[src/rtl/dra_pkg.sv]
package dra_pkg;
  typedef struct packed {
    logic one;
    logic zero;
  } dr_bit_t;
endpackage

[src/rtl/dra_celem.sv]
// State-holding rendezvous gate: sets when every input is high,
// clears when every input is low, otherwise keeps its value.
module dra_celem #(
  parameter int IN = 2
) (
  input  logic          clk,
  input  logic          rst_n,
  input  logic [IN-1:0] in_rails,
  output logic          q
);
  always_ff @(posedge clk or negedge rst_n) begin
    if (!rst_n)           q <= 1'b0;
    else if (&in_rails)   q <= 1'b1;
    else if (~|in_rails)  q <= 1'b0;
  end
endmodule

[src/rtl/dra_fa_cell.sv]
// One weakly indicating dual-rail full-adder cell.
module dra_fa_cell
  import dra_pkg::*;
(
  input  logic    clk,
  input  logic    rst_n,
  input  dr_bit_t a,
  input  dr_bit_t b,
  input  dr_bit_t ci,
  output dr_bit_t s,
  output dr_bit_t co
);
  localparam int MINTERMS = 8;

  logic [MINTERMS-1:0] hit_odd;
  logic [MINTERMS-1:0] hit_even;

  // One rendezvous gate per input combination; each sum rail ORs
  // the gates whose combination has the matching parity.
  for (genvar m = 0; m < MINTERMS; m++) begin : g_min
    localparam logic [2:0] SEL = m[2:0];
    localparam bit ODD = SEL[2] ^ SEL[1] ^ SEL[0];
    logic [2:0] pick;
    logic       hit;
    assign pick = {SEL[2] ? a.one  : a.zero,
                   SEL[1] ? b.one  : b.zero,
                   SEL[0] ? ci.one : ci.zero};
    dra_celem #(.IN(3)) u_min (
      .clk      (clk),
      .rst_n    (rst_n),
      .in_rails (pick),
      .q        (hit)
    );
    assign hit_odd[m]  = ODD  ? hit : 1'b0;
    assign hit_even[m] = !ODD ? hit : 1'b0;
  end

  assign s.one  = |hit_odd;
  assign s.zero = |hit_even;

  // Carry: generate/kill resolves without ci; the propagate term is
  // gated by the operand rails so the carry clears as soon as they do.
  always_ff @(posedge clk or negedge rst_n) begin
    if (!rst_n) begin
      co <= '0;
    end else begin
      co.one  <= (a.one  & b.one)  | ((a.one  | b.one)  & ci.one);
      co.zero <= (a.zero & b.zero) | ((a.zero | b.zero) & ci.zero);
    end
  end
endmodule

[src/rtl/dra_done_detect.sv]
// Completion detector: a pair is present when either rail is high;
// acknowledge follows a rendezvous over all pairs.
module dra_done_detect #(
  parameter int PAIRS = 9
) (
  input  logic             clk,
  input  logic             rst_n,
  input  logic [PAIRS-1:0] rail_one,
  input  logic [PAIRS-1:0] rail_zero,
  output logic             done
);
  logic [PAIRS-1:0] present;
  assign present = rail_one | rail_zero;

  dra_celem #(.IN(PAIRS)) u_all (
    .clk      (clk),
    .rst_n    (rst_n),
    .in_rails (present),
    .q        (done)
  );
endmodule

[src/rtl/dra_ripple_adder.sv]
module dra_ripple_adder
  import dra_pkg::*;
#(
  parameter int WIDTH = 8
) (
  input  logic             clk,
  input  logic             rst_n,
  input  logic [WIDTH-1:0] op_a_one,
  input  logic [WIDTH-1:0] op_a_zero,
  input  logic [WIDTH-1:0] op_b_one,
  input  logic [WIDTH-1:0] op_b_zero,
  input  logic             cin_one,
  input  logic             cin_zero,
  output logic [WIDTH-1:0] sum_one,
  output logic [WIDTH-1:0] sum_zero,
  output logic             cout_one,
  output logic             cout_zero,
  output logic             ack
);
  localparam int PAIRS = WIDTH + 1;

  dr_bit_t carry [WIDTH+1];
  dr_bit_t sum_bit [WIDTH];

  assign carry[0] = '{one: cin_one, zero: cin_zero};

  for (genvar k = 0; k < WIDTH; k++) begin : g_cell
    dra_fa_cell u_cell (
      .clk   (clk),
      .rst_n (rst_n),
      .a     ('{one: op_a_one[k], zero: op_a_zero[k]}),
      .b     ('{one: op_b_one[k], zero: op_b_zero[k]}),
      .ci    (carry[k]),
      .s     (sum_bit[k]),
      .co    (carry[k+1])
    );
    assign sum_one[k]  = sum_bit[k].one;
    assign sum_zero[k] = sum_bit[k].zero;
  end

  assign cout_one  = carry[WIDTH].one;
  assign cout_zero = carry[WIDTH].zero;

  dra_done_detect #(.PAIRS(PAIRS)) u_done (
    .clk       (clk),
    .rst_n     (rst_n),
    .rail_one  ({cout_one, sum_one}),
    .rail_zero ({cout_zero, sum_zero}),
    .done      (ack)
  );
endmodule

[config.mk]
export PLATFORM = sky130hd
export DESIGN_NAME = dra_ripple_adder
export DESIGN_NICKNAME = d
export VERILOG_FILES = /design/src/rtl/dra_pkg.sv /design/src/rtl/dra_celem.sv /design/src/rtl/dra_fa_cell.sv /design/src/rtl/dra_done_detect.sv /design/src/rtl/dra_ripple_adder.sv
export SDC_FILE = /design/constraint.sdc
export NUM_CORES = 1
export LEC_CHECK = 0
export CAP_MARGIN = 10
export CORE_ASPECT_RATIO = 1.5
export CORE_UTILIZATION = 30
export CTS_CLUSTER_SIZE = 8
export DETAILED_ROUTE_END_ITERATION = 7
export HOLD_SLACK_MARGIN = 0.06
export PLACE_DENSITY = 0.62
export SYNTH_ARGS = -nofsm -noshare
export SYNTH_HDL_FRONTEND = slang
export SYNTH_SLANG_ARGS = --single-unit
[constraint.sdc]
create_clock -name clk -period 1.7 [get_ports clk]
set_input_delay 0.17 -clock clk [delete_from_list [all_inputs] [get_ports clk]]
set_output_delay 0.17 -clock clk [all_outputs]
set_load 0.05 [all_outputs]
==> out/qor.csv <==
stage,metric,value,unit
status,run status,"finished, violations left",
status,failing checks,setup timing,
pwr,Combinational Power Share,0.191,
die,die height,134,um
setup_path,crit path max fanout,2,
cts,TritonCTS clock tree,yes,
pwr,internal power,3.79,mW
grt,GR Overflow Total,0,
setup_path,type of origin of the critical path,register,
grt,largest net degree at the start of global routing,34,
pwr,Pwr per Cell Area,1020,nW/um^2
layout,"top library cells by usage in the layout, fill and taps aside","94 x sky130_fd_sc_hd__a21oi_1, 92 x sky130_fd_sc_hd__o21ai_0, 81 x sky130_fd_sc_hd__dfrtp_1, 49 x sky130_fd_sc_hd__buf_4, 34 x sky130_fd_sc_hd__clkdlybuf4s50_1",
route,detailed-route DRC error count,0,
yosys,count of cell types in the netlist,18,
setup_path,path type of the worst setup path,register to register,
layout,Synth-to-Final Area Change,47.7,%
grt,wire length of the first global-routing pass,14.6,mm
pwr,static leakage power,2.14,nW
yosys,Syn Nets,393,
sta,worst slew margin relative to its limit,0.734,
setup_path,worst path arrival time,2170,ps
sta,final cycle utilization of the critical path,1.15,
hold_path,type of the worst min-delay path,input port to async pin,
route,drt via density,4.97,
cts,clock sinks,81,
yosys,synthesized area per cell,9.76,sq um
die,die outline width,90.0,um
route,violation count after the first detailed-routing iteration,138,
yosys,number of standard cells after synthesis,357,
route,number of search-and-repair iterations in the first detailed-routing pass,4,
die,initial core utilization,0.312,
sta,fin. max-slew vios,0,
layout,number of inserted diodes,0,
pwr,worst ir drop on vdd,492,uV
sta,post-route clock skew,5.76,ps
route,drt total wl,8.68,mm
pwr,switching power,1.44,mW
sta,unrepaired setup endpoints after global routing,true,
layout,area of all placed cells without fillers,5150,sq um
layout,"leading cell type in the layout, fill and taps excluded",sky130_fd_sc_hd__a21oi_1,
placement,half-perimeter wire length after detailed placement,6.11,mm
cts,post-CTS clock slew at the launch and capture registers of the worst setup and hold paths,60,ps
sta,final hold violations,0,
die,Core ar.,11200,sq um
yosys,area of the mapped netlist,3480,sq um
cts,clock latency at the later pin of the worst-skew pair,340,ps
run,Max-Cap Viols,0,
placement,quantity of I/O buffers inserted on ports,54,
die,number of primary I/O pins,55,
die,std cell rows,47,
layout,filler instances,1071,
pwr,clock power share,0.345,
yosys,register area share after synthesis,0.582,
route,average wire per cell in the routed design,13.7,um
route,final antenna-violating net count,0,
pwr,total power of the final layout,5.23,mW
pwr,fraction of power consumed by sequential logic,0.463,
sta,transition time at the pin with the least slew margin,399,ps
grt,number of global-route vias before repair,3131,
layout,fin nets,519,
placement,placed cell areas,4490,sq um
sta,final period demand of the worst path,1960,ps
setup_path,Worst Setup End Kind,register,
grt,GRT Overall Usage,0.151,
yosys,yosys synthesis warning count,0,
layout,layout cell share with drive strength beyond 1,0.234,
setup_path,flop-to-flop setup slack,-260,ps
placement,Placement Setup Slack,-232,ps
pwr,switching share of power,0.276,
sta,final-report setup violation count,8,
placement,RD Place Congestion,0.819,
grt,number of antenna violations at the first check in global routing,0,
route,number of vias in the routed layout,3156,
setup_path,data required time at the worst endpoint,1910,ps
sta,final setup slack of the worst path,-262,ps
die,die footprint,12100,sq um
cts,clock buffers created by TritonCTS,9,
cts,CTS H-tree depth,3,
cts,clock tree root buffer cell,sky130_fd_sc_hd__clkbuf_16,
sta,peak clock frequency supported by timing,510,MHz
yosys,register bit count reported by yosys,81,
sta,post-route setup TNS,-383,ps
cts,Longest Clk Path Bufs,2,
-- registers in the layout, summed over array words and instances, names as in the netlist --
| register | cells |
|---|---|
| g_cell.u_cell.g_min.u_min.q | 64 |
| g_cell.u_cell.co | 16 |
| u_done.u_all.q | 1 |
-- critical path: stages, from the launching register on --
cell                      delay (ps)
sky130_fd_sc_hd__dfrtp_1         370
sky130_fd_sc_hd__or4_4           540
sky130_fd_sc_hd__or2_1           250
sky130_fd_sc_hd__or3_4           340
sky130_fd_sc_hd__o31ai_4         240
sky130_fd_sc_hd__o41ai_2         100
-- final timing paths --
path	cells past startpoint	startpoint	end
setup / recovery	5	g_cell[1].u_cell.g_min[5].u_min.q	u_done.u_all.q
hold / removal	2	rst_n	g_cell[5].u_cell.g_min[0].u_min.q
setup reg to reg	5	g_cell[1].u_cell.g_min[5].u_min.q	u_done.u_all.q
hold reg to reg	2	g_cell[3].u_cell.g_min[3].u_min.q	g_cell[3].u_cell.g_min[3].u_min.q
max in group asynchronous	3	rst_n	g_cell[0].u_cell.g_min[3].u_min.q
min in group clk	3	op_b_zero[1]	g_cell[1].u_cell.co[0]
-- layout make-up --
| type | instances | area [sq um] | share of cell area |
|---|---|---|---|
| tap | 147 | 184 | 0.0357 |
| clock inverter | 5 | 30.0 | 0.00584 |
| timing repair buffer | 115 | 1130 | 0.219 |
| clock buffer | 11 | 253 | 0.0491 |
| multi-input combinational | 254 | 1440 | 0.280 |
| sequential | 81 | 2030 | 0.394 |
| inverter | 22 | 82.6 | 0.0160 |
-- per-layer routing --
metal | track usage | up-vias | share of wire
met1 | 0.180 | 1503 | 0.43
met4 | 0.0851 | 0 | 0.023
met3 | 0.0221 | 14 | 0.038
li1 | - | 1565 | -
met5 | 0 | - | 0
met2 | 0.261 | 74 | 0.51
-- cells by family after synthesis --
family	count (synthesis)	share of synthesized area
DFF	81	0.582
adders and majority gates	10	0.0287
buffers and inverters	22	0.0237
AOI/OAI and AO/OA	189	0.275
and+or+nand+nor	55	0.0905
-- power by group through the flow --
stage,Sequential (mW),Combinational (mW),Clock [mW]
finish,2.43,1.00,1.81
global route,2.46,1.13,1.95
CTS,2.42,0.960,1.86
detailed placement,2.45,0.853,0
global placement,2.43,0.828,0
floorplan,2.41,0.393,0
-- per-stage QoR --
step / cells / utilization / hold WS (ps)
after floorplan: 357 / - / -126
after global placement: 600 / 0.402 / 123
after detailed placement: 600 / 0.402 / 131
after CTS: 628 / 0.451 / 314
after global routing: 635 / 0.461 / 349
final: 635 / 0.461 / 307
-- synth_stat cells (all sizes together) --
library cell / number / share of area
a21oi: 94 / 0.14
o21ai: 92 / 0.13
dfrtp: 81 / 0.58
nor2: 25 / 0.029
inv: 22 / 0.024
or4: 16 / 0.037
maj3: 10 / 0.029
or2: 10 / 0.018
nand3: 1 / 0.0014
nand4: 1 / 0.0018
nor4: 1 / 0.0018
o211ai: 1 / 0.0022
o31ai: 1 / 0.0036
o41ai: 1 / 0.0025
or3: 1 / 0.0018
-- repair_timing --
item                                   in CTS  in global routing
buffers inserted                           11                  8
hold buffers                                1                  0
endpoints found under the hold margin      27                  0
cloned                                      0                  0
setup endpoints to repair                  15                 17
pin swaps                                   8                  5
gates resized for setup                    47                 14
Note: power is estimated with default switching activity, not from simulation.
